`config.mk`:
```
export PLATFORM = sky130hd
export DESIGN_NAME = xlate_walker
export DESIGN_NICKNAME = d
export VERILOG_FILES = /design/src/rtl/xw_pkg.sv /design/src/rtl/xw_regs.sv /design/src/rtl/xw_walk.sv /design/src/rtl/xlate_walker.sv
export SDC_FILE = /design/constraint.sdc
export NUM_CORES = 1
export LEC_CHECK = 0
export BUFFER_PORTS_ARGS = -buffer_cell sky130_fd_sc_hd__buf_2
export CAP_MARGIN = 10
export CORE_MARGIN = 2
export CORE_UTILIZATION = 50
export CTS_BUF_LIST = sky130_fd_sc_hd__clkbuf_4
export DETAILED_ROUTE_END_ITERATION = 8
export PLACE_DENSITY = 0.87
export SETUP_SLACK_MARGIN = 0.15
export SLEW_MARGIN = 15
export SYNTH_ARGS = -nofsm -noshare
export SYNTH_HDL_FRONTEND = slang
export SYNTH_SLANG_ARGS = --single-unit
export TNS_END_PERCENT = 20
```
`constraint.sdc`:
```
create_clock -name clk -period 1.5 [get_ports clk]
set_input_delay 0.075 -clock clk [delete_from_list [all_inputs] [get_ports clk]]
set_output_delay 0.075 -clock clk [all_outputs]
set_load 0.02 [all_outputs]
```
`src/rtl/xw_pkg.sv`:
```
package xw_pkg;
  parameter int unsigned AW    = 32;
  parameter int unsigned OFF_W = 12;
  parameter int unsigned IDX_W = 10;
  localparam int unsigned FRAME_W = AW - OFF_W;
  localparam int unsigned SEL_W   = 2;

  // entry bit positions (behavioural: decoded by software and walker)
  localparam int unsigned SEG_V  = 1;
  localparam int unsigned SEG_RO = 2;
  localparam int unsigned PG_V   = 0;
  localparam int unsigned PG_RO  = 2;
  localparam int unsigned PG_REF = 3;
  localparam int unsigned PG_MOD = 4;
  localparam int unsigned PG_CI  = 6;

  // status word bit positions
  localparam int unsigned ST_PTF  = 15;
  localparam int unsigned ST_PF   = 14;
  localparam int unsigned ST_PROT = 13;
  localparam int unsigned ST_BERR = 3;
  localparam int unsigned ST_SEN  = 1;
  localparam int unsigned ST_UEN  = 0;

  localparam logic [SEL_W-1:0] SEL_SROOT = 2'd0;
  localparam logic [SEL_W-1:0] SEL_UROOT = 2'd1;
  localparam logic [SEL_W-1:0] SEL_STAT  = 2'd2;

  typedef enum logic [2:0] {
    W_IDLE, W_SEG, W_SEGCHK, W_PG, W_PGCHK, W_WB, W_RESP
  } wstate_e;

  typedef enum logic [1:0] {F_NONE, F_PTF, F_PF, F_PROT} fault_e;

  function automatic logic [AW-1:0] seg_word_addr(
      input logic [FRAME_W-1:0] root, input logic [AW-1:0] va);
    logic [AW-1:0] a;
    a = {root, {OFF_W{1'b0}}};
    a[IDX_W+1:2] = va[AW-1 -: IDX_W];
    return a;
  endfunction

  function automatic logic [AW-1:0] pg_word_addr(
      input logic [AW-1:0] ste, input logic [AW-1:0] va);
    logic [AW-1:0] a;
    a = {ste[AW-1:OFF_W], {OFF_W{1'b0}}};
    a[IDX_W+1:2] = va[OFF_W+IDX_W-1 -: IDX_W];
    return a;
  endfunction

  function automatic logic [AW-1:0] phys_addr(
      input logic [AW-1:0] pte, input logic [AW-1:0] va);
    return {pte[AW-1:OFF_W], va[OFF_W-1:0]};
  endfunction

  function automatic logic [AW-1:0] pte_touched(
      input logic [AW-1:0] pte, input logic wr);
    logic [AW-1:0] p;
    p = pte;
    p[PG_REF] = 1'b1;
    if (wr) p[PG_MOD] = 1'b1;
    return p;
  endfunction
endpackage

```
`src/rtl/xw_regs.sv`:
```
module xw_regs
  import xw_pkg::*;
(
  input  logic                clk,
  input  logic                rst_n,
  input  logic                reg_wen,
  input  logic [SEL_W-1:0]    reg_sel,
  input  logic [AW-1:0]       reg_wdata,
  input  logic                fault_evt,
  input  fault_e              fault_kind,
  output logic [FRAME_W-1:0]  sroot,
  output logic [FRAME_W-1:0]  uroot,
  output logic                sen,
  output logic                uen,
  output logic [AW-1:0]       reg_rdata
);
  logic [FRAME_W-1:0] sroot_q, uroot_q;
  logic ptf_q, pf_q, prot_q, berr_q, sen_q, uen_q;

  wire wr_sroot = reg_wen && (reg_sel == SEL_SROOT);
  wire wr_uroot = reg_wen && (reg_sel == SEL_UROOT);
  wire wr_stat  = reg_wen && (reg_sel == SEL_STAT);
  wire set_ptf  = fault_evt && (fault_kind == F_PTF);
  wire set_pf   = fault_evt && (fault_kind == F_PF);
  wire set_prot = fault_evt && (fault_kind == F_PROT);

  always_ff @(posedge clk or negedge rst_n) begin
    if (!rst_n) begin
      sroot_q <= '0; uroot_q <= '0;
      ptf_q <= 1'b0; pf_q <= 1'b0; prot_q <= 1'b0; berr_q <= 1'b0;
      sen_q <= 1'b0; uen_q <= 1'b0;
    end else begin
      if (wr_sroot) sroot_q <= reg_wdata[FRAME_W-1:0];
      if (wr_uroot) uroot_q <= reg_wdata[FRAME_W-1:0];
      if (wr_stat) begin
        sen_q <= reg_wdata[ST_SEN];
        uen_q <= reg_wdata[ST_UEN];
      end
      // hardware set wins over a simultaneous software write
      ptf_q  <= (wr_stat ? reg_wdata[ST_PTF]  : ptf_q)  | set_ptf;
      pf_q   <= (wr_stat ? reg_wdata[ST_PF]   : pf_q)   | set_pf;
      prot_q <= (wr_stat ? reg_wdata[ST_PROT] : prot_q) | set_prot;
      berr_q <= (wr_stat ? reg_wdata[ST_BERR] : berr_q) | fault_evt;
    end
  end

  logic [AW-1:0] stat_w;
  always_comb begin
    stat_w = '0;
    stat_w[ST_PTF]  = ptf_q;
    stat_w[ST_PF]   = pf_q;
    stat_w[ST_PROT] = prot_q;
    stat_w[ST_BERR] = berr_q;
    stat_w[ST_SEN]  = sen_q;
    stat_w[ST_UEN]  = uen_q;
    unique case (reg_sel)
      SEL_SROOT: reg_rdata = AW'(sroot_q);
      SEL_UROOT: reg_rdata = AW'(uroot_q);
      SEL_STAT:  reg_rdata = stat_w;
      default:   reg_rdata = '0;
    endcase
  end

  assign sroot = sroot_q;
  assign uroot = uroot_q;
  assign sen   = sen_q;
  assign uen   = uen_q;

  a_r8_ptf_sticky: assert property (@(posedge clk) disable iff (!rst_n)
    (ptf_q && !wr_stat) |=> ptf_q);
  a_r8_pf_sticky: assert property (@(posedge clk) disable iff (!rst_n)
    (pf_q && !wr_stat) |=> pf_q);
  a_r8_prot_sticky: assert property (@(posedge clk) disable iff (!rst_n)
    (prot_q && !wr_stat) |=> prot_q);
  a_r3_berr_with_fault: assert property (@(posedge clk) disable iff (!rst_n)
    fault_evt |=> (berr_q && $countones({ptf_q, pf_q, prot_q}) >= 1));
endmodule

```
`src/rtl/xw_walk.sv`:
```
module xw_walk
  import xw_pkg::*;
(
  input  logic                clk,
  input  logic                rst_n,
  input  logic                req_valid,
  output logic                req_ready,
  input  logic [AW-1:0]       req_vaddr,
  input  logic                req_write,
  input  logic                req_super,
  output logic                rsp_valid,
  output logic [AW-1:0]       rsp_paddr,
  output logic                rsp_cinh,
  output logic                rsp_fault,
  output logic                mem_en,
  output logic                mem_we,
  output logic [AW-1:0]       mem_addr,
  output logic [AW-1:0]       mem_wdata,
  input  logic [AW-1:0]       mem_rdata,
  input  logic [FRAME_W-1:0]  sroot,
  input  logic [FRAME_W-1:0]  uroot,
  input  logic                sen,
  input  logic                uen,
  output logic                fault_evt,
  output fault_e              fault_kind
);
  wstate_e            st_q;
  logic [AW-1:0]      va_q, ste_q, pte_new_q, paddr_q;
  logic [FRAME_W-1:0] root_q;
  logic               wr_q, cinh_q;
  fault_e             fault_q;

  // named internal events
  wire accept_w   = (st_q == W_IDLE) && req_valid;
  wire xl_en_w    = req_super ? sen : uen;
  wire seg_inv_w  = (st_q == W_SEGCHK) && !mem_rdata[SEG_V];
  wire seg_prot_w = (st_q == W_SEGCHK) && mem_rdata[SEG_V] && wr_q && mem_rdata[SEG_RO];
  wire pg_inv_w   = (st_q == W_PGCHK) && !mem_rdata[PG_V];
  wire pg_prot_w  = (st_q == W_PGCHK) && mem_rdata[PG_V] && wr_q && mem_rdata[PG_RO];
  wire pg_ok_w    = (st_q == W_PGCHK) && mem_rdata[PG_V] && !(wr_q && mem_rdata[PG_RO]);
  wire [AW-1:0] pte_upd_w = pte_touched(mem_rdata, wr_q);
  wire wb_need_w  = pte_upd_w != mem_rdata;

  always_comb begin
    fault_evt  = seg_inv_w || seg_prot_w || pg_inv_w || pg_prot_w;
    fault_kind = F_NONE;
    if (seg_inv_w)                    fault_kind = F_PTF;
    else if (pg_inv_w)                fault_kind = F_PF;
    else if (seg_prot_w || pg_prot_w) fault_kind = F_PROT;
  end

  always_ff @(posedge clk or negedge rst_n) begin
    if (!rst_n) begin
      st_q <= W_IDLE; va_q <= '0; ste_q <= '0; pte_new_q <= '0;
      paddr_q <= '0; root_q <= '0; wr_q <= 1'b0; cinh_q <= 1'b0;
      fault_q <= F_NONE;
    end else begin
      unique case (st_q)
        W_IDLE: if (accept_w) begin
          va_q    <= req_vaddr;
          wr_q    <= req_write;
          root_q  <= req_super ? sroot : uroot;
          fault_q <= F_NONE;
          cinh_q  <= 1'b0;
          paddr_q <= req_vaddr;
          st_q    <= xl_en_w ? W_SEG : W_RESP;
        end
        W_SEG: st_q <= W_SEGCHK;
        W_SEGCHK: begin
          if (fault_evt) begin
            fault_q <= fault_kind;
            paddr_q <= '0;
            st_q    <= W_RESP;
          end else begin
            ste_q <= mem_rdata;
            st_q  <= W_PG;
          end
        end
        W_PG: st_q <= W_PGCHK;
        W_PGCHK: begin
          if (fault_evt) begin
            fault_q <= fault_kind;
            paddr_q <= '0;
            st_q    <= W_RESP;
          end else begin
            paddr_q   <= phys_addr(mem_rdata, va_q);
            cinh_q    <= mem_rdata[PG_CI];
            pte_new_q <= pte_upd_w;
            st_q      <= wb_need_w ? W_WB : W_RESP;
          end
        end
        W_WB:   st_q <= W_RESP;
        W_RESP: st_q <= W_IDLE;
        default: st_q <= W_IDLE;
      endcase
    end
  end

  always_comb begin
    req_ready = (st_q == W_IDLE);
    rsp_valid = (st_q == W_RESP);
    rsp_fault = rsp_valid && (fault_q != F_NONE);
    rsp_paddr = rsp_valid ? paddr_q : '0;
    rsp_cinh  = rsp_valid && cinh_q;
    mem_en    = (st_q == W_SEG) || (st_q == W_PG) || (st_q == W_WB);
    mem_we    = (st_q == W_WB);
    mem_wdata = (st_q == W_WB) ? pte_new_q : '0;
    unique case (st_q)
      W_SEG:       mem_addr = seg_word_addr(root_q, va_q);
      W_PG, W_WB:  mem_addr = pg_word_addr(ste_q, va_q);
      default:     mem_addr = '0;
    endcase
  end

  a_r11_single_pulse: assert property (@(posedge clk) disable iff (!rst_n)
    rsp_valid |=> !rsp_valid);
  a_r11_ready_after_rsp: assert property (@(posedge clk) disable iff (!rst_n)
    rsp_valid |=> req_ready);
  a_r10_fault_no_addr: assert property (@(posedge clk) disable iff (!rst_n)
    (rsp_valid && rsp_fault) |-> (rsp_paddr == '0 && !rsp_cinh));
  a_r6_wb_marks_ref: assert property (@(posedge clk) disable iff (!rst_n)
    (mem_en && mem_we) |-> (mem_wdata[PG_REF] && mem_wdata[PG_V]));
  a_r3_ptf_ends_walk: assert property (@(posedge clk) disable iff (!rst_n)
    (fault_evt && fault_kind == F_PTF) |=> (rsp_valid && !mem_en));
  a_r5_fault_then_respond: assert property (@(posedge clk) disable iff (!rst_n)
    fault_evt |=> (rsp_valid && rsp_fault));
endmodule

```
`src/rtl/xlate_walker.sv`:
```
module xlate_walker
  import xw_pkg::*;
(
  input  logic             clk,
  input  logic             rst_n,
  input  logic             req_valid,
  output logic             req_ready,
  input  logic [AW-1:0]    req_vaddr,
  input  logic             req_write,
  input  logic             req_super,
  output logic             rsp_valid,
  output logic [AW-1:0]    rsp_paddr,
  output logic             rsp_cinh,
  output logic             rsp_fault,
  output logic             mem_en,
  output logic             mem_we,
  output logic [AW-1:0]    mem_addr,
  output logic [AW-1:0]    mem_wdata,
  input  logic [AW-1:0]    mem_rdata,
  input  logic             reg_wen,
  input  logic [SEL_W-1:0] reg_sel,
  input  logic [AW-1:0]    reg_wdata,
  output logic [AW-1:0]    reg_rdata
);
  logic [FRAME_W-1:0] sroot, uroot;
  logic               sen, uen, fault_evt;
  fault_e             fault_kind;

  xw_regs u_regs (
    .clk(clk), .rst_n(rst_n), .reg_wen(reg_wen), .reg_sel(reg_sel),
    .reg_wdata(reg_wdata), .fault_evt(fault_evt), .fault_kind(fault_kind),
    .sroot(sroot), .uroot(uroot), .sen(sen), .uen(uen), .reg_rdata(reg_rdata)
  );

  xw_walk u_walk (
    .clk(clk), .rst_n(rst_n), .req_valid(req_valid), .req_ready(req_ready),
    .req_vaddr(req_vaddr), .req_write(req_write), .req_super(req_super),
    .rsp_valid(rsp_valid), .rsp_paddr(rsp_paddr), .rsp_cinh(rsp_cinh),
    .rsp_fault(rsp_fault), .mem_en(mem_en), .mem_we(mem_we),
    .mem_addr(mem_addr), .mem_wdata(mem_wdata), .mem_rdata(mem_rdata),
    .sroot(sroot), .uroot(uroot), .sen(sen), .uen(uen),
    .fault_evt(fault_evt), .fault_kind(fault_kind)
  );
endmodule

```
==> flow_summary_export.csv <==
group,metric,value,unit
floorplanning,num_rows,49,
floorplanning,io_pins,238,
sta,fin_crit,2260,ps
drt,via_count,8339,
floorplanning,die_w,138,um
finish,final_area,13400,um2
hold_path,worstHoldPathCells,5,
place,place_ws,-191,ps
floorplanning,start_util,50.5,%
drt,wirelength,33600,um
clock_tree,cts_buffer_depth,2,
clock_tree,cts_tree,"done",
hold_path,hp-class,"in2reg",
finish,finish.utilization,75.1,%
floorplanning,dieArea,19100,um2
drt,via_per_inst,6.08,
sta,fmax,0.442,GHz
hold_path,min_from,"reg_sel[0]",
drt,dr.first_iter.drc_count,776,
clock_tree,numCtsBuffers,17,
clock_tree,cts.clk_slew.worst_paths,150,ps
grt,grt_max_degree,51,
yosys,async_reset_ff_share,100,%
yosys,syn-cell-area,9020,um2
setup_path,crit_chain,"nand2b_1 -> buf_4 -> a21oi_2 -> buf_12 -> a22o_1 -> buf_6",
setup_path,critPathTopFamily,"buffers and inverters",
status,status,"finished with violations",
place,dpl_cell_area,10800,um2
setup_path,worstPathBufferInverterCount,3,
yosys,synthCells,786,
setup_path,path_max_fanout,30,
power_and_ir_drop,powerDensity,1800,nW/um2
grt,gr-total-overflow,0,
setup_path,r2r_slack,-410,ps
setup_path,timing.rr.end,"u_walk.va_q[26]",
setup_path,startpoint_type,"register",
grt,antenna_found_initial,1,
grt,grtUsageTotal,31.9,%
grt,grt_pass1_wl,47400,um
setup_path,worstSetupPathType,"reg2out",
setup_path,cp.arrival,2190,ps
yosys,synth_cell_types,39,
drt,drc,0,
yosys,ys_ff_latch,189,
sta,fin_ws,-765,ps
place,gp_congestion,0.888,
yosys,yosysSeqAreaShare,52.5,%
clock_tree,clock-sinks,189,
sta,finalHoldViolations,0,
power_and_ir_drop,p_leak,6.47,nW
clock_tree,clk_latency,580,ps
sta,finalClockSkew,25.6,ps
yosys,synth_edf_count,0,
run,maxCapViolations,0,
finish,nets,1233,
setup_path,slowest_stage,"dfrtp_2",
hold_path,whs_endpoint,"u_regs.pf_q",
status,violations,"setup timing",
sta,rsz0062_at_grt,"yes",
setup_path,cpPeakStageDelay,470,ps
finish,syn_to_final_growth,48.6,%
setup_path,rr_worst_depth,7,
place,hpwl,18200,um
power_and_ir_drop,finalPower,24.1,mW
drt,first_pass_iters,5,
finish,layout-drive-gt1-share,47.5,%
setup_path,critPathRequiredTime,1420,ps
yosys,yosysWarnings,0,
finish,fillers,987,
drt,post_drt_wl_per_cell,24.5,um
power_and_ir_drop,vdd_drop_max,0.00142,V
grt,grt_pass1_vias,8360,
clock_tree,cts_root_buf,"clkbuf_4",
floorplanning,core_area,17800,um2
floorplanning,die_y,138,um
sta,maxSlewViolCount,0,
sta,fin_crit_sh,151,%
yosys,synthFlopType,"dfrtp_1",
place,io_buffers,211,
setup_path,critPathCaptureType,"output port",
drt,drtAntennaViolNets,0,
yosys,synth.avg_cell_area,11.5,um2
sta,setup_violations,243,
clock_tree,ctsHtreeMaxLevel,4,
setup_path,r2r_start,"u_walk.st_q[0]",
## worst min-delay path: cells and delay by family
| kind | cells | cell delay (ps) |
|---|---|---|
| simple gates | 3 | 240 |
| buf+inv | 2 | 320 |
## final cells by class
cell class | count | area [um2] | area share [%]
diodes | 1 | 2.50 | 0.0187
well taps | 229 | 287 | 2.14
inverters | 2 | 11.3 | 0.0840
repair buffers | 385 | 3700 | 27.6
clock buffers | 18 | 135 | 1.01
multi-input cells | 534 | 4380 | 32.7
flip-flops and latches | 189 | 4730 | 35.3
clock inverters | 14 | 159 | 1.19
## how the worst max path moves through the flow
stage                       to  slack [ps]  depth (start not counted)            from
2_1_floorplan  u_walk.va_q[10]        -180                          6  u_walk.st_q[1]
3_3_place_gp   u_walk.va_q[29]        -150                          5  u_walk.st_q[1]
3_5_place_dp   u_walk.va_q[27]        -190                          5  u_walk.st_q[1]
4_1_cts            mem_addr[8]        -720                          8  u_walk.st_q[0]
5_1_grt            mem_addr[3]        -830                          8  u_walk.st_q[0]
6_report          mem_addr[10]        -760                          6  u_walk.st_q[2]
## flip-flops by register name, indices dropped and copies added (netlist names)
| register | count |
|---|---|
| u_walk.cinh_q | 1 |
| u_regs.sen | 1 |
| u_walk.va_q | 32 |
| u_walk.ste_q | 20 |
| u_regs.berr_q | 1 |
| u_walk.root_q | 20 |
| u_regs.uroot | 20 |
| u_walk.st_q | 3 |
| u_regs.pf_q | 1 |
| u_regs.sroot | 20 |
| u_walk.wr_q | 1 |
| u_walk.paddr_q | 32 |
| u_walk.fault_q | 2 |
| u_regs.prot_q | 1 |
| u_regs.uen | 1 |
| u_walk.pte_new_q | 32 |
| u_regs.ptf_q | 1 |
## placed cells by master (no fill, tap or decap), types with 19 or more instances in the layout
cell type      netlist  routed
a21oi_1             26      19
a22o_1              63      59
and2_4               0      31
and3_4               0      22
buf_12               0      21
buf_2               12      95
buf_4               23      63
buf_6                7     107
dfrtp_1            189     186
dlygate4sd3_1        0      90
mux2_2             127      94
mux2_4               0      33
mux2i_1             43      42
nand2_1             99      97
nor2_1              40      35
## where the power goes
group	switching, mW	leakage, nW	internal [mW]
combinational	5.90	4.07	6.41
sequential	1.64	2.25	7.23
clock	1.88	0.148	1.04
## routing by layer
metal	GRT usage [%]	share of wire, %	vias to the layer above
li1	-	-	3414
met1	38.6	37	4197
met2	53.5	49	571
met3	6.37	8.0	157
met4	18.0	6.1	0
met5	0	0	-
## cells in the mapped netlist (2+ instances only)
| library cell | number | area share, % |
|---|---|---|
| a21boi_0 | 3 | 0.25 |
| a21o_1 | 2 | 0.17 |
| a21oi_1 | 26 | 1.4 |
| a22o_1 | 63 | 6.1 |
| and2_1 | 35 | 2.4 |
| and3_1 | 34 | 2.4 |
| buf_2 | 12 | 0.67 |
| buf_4 | 23 | 1.9 |
| buf_6 | 7 | 0.87 |
| clkbuf_1 | 31 | 1.3 |
| dfrtp_1 | 189 | 52 |
| inv_1 | 2 | 0.083 |
| mux2_2 | 127 | 16 |
| mux2i_1 | 43 | 4.8 |
| nand2_1 | 99 | 4.1 |
| nand2b_1 | 6 | 0.42 |
| nand3_1 | 5 | 0.28 |
| nand3b_1 | 2 | 0.17 |
| nor2_1 | 40 | 1.7 |
| nor2b_1 | 2 | 0.14 |
| nor3_1 | 4 | 0.22 |
| o21ai_0 | 14 | 0.78 |
## stage by stage
stage                     hold slack [ps]  std cells  TNS (ps)
after floorplan                      -221        799    -10810
after global placement               66.1       1227    -14790
after detailed placement             64.5       1227    -20260
after CTS                            29.7       1361    -78190
after global routing                 91.9       1372   -111610
final                                85.3       1372    -98030
## timing repair
action | 4_1_cts | 5_1_grt
gates cloned | 3 | 6
pin swaps | 48 | 41
endpoints found under the hold margin | 358 | 0
buffers inserted | 9 | 4
hold buffers | 90 | 0
gates resized for setup | 240 | 105
setup endpoints to repair | 261 | 266
## cells by family after synthesis
group,count (synthesis),synth area share [%]
and+or+nand+nor,232,12.3
DFF,189,52.5
muxes,170,20.6
AOI/OAI and AO/OA,118,9.67
buffers and inverters,76,4.87
other,1,0.0416
Note: power is estimated with default switching activity, not from simulation.
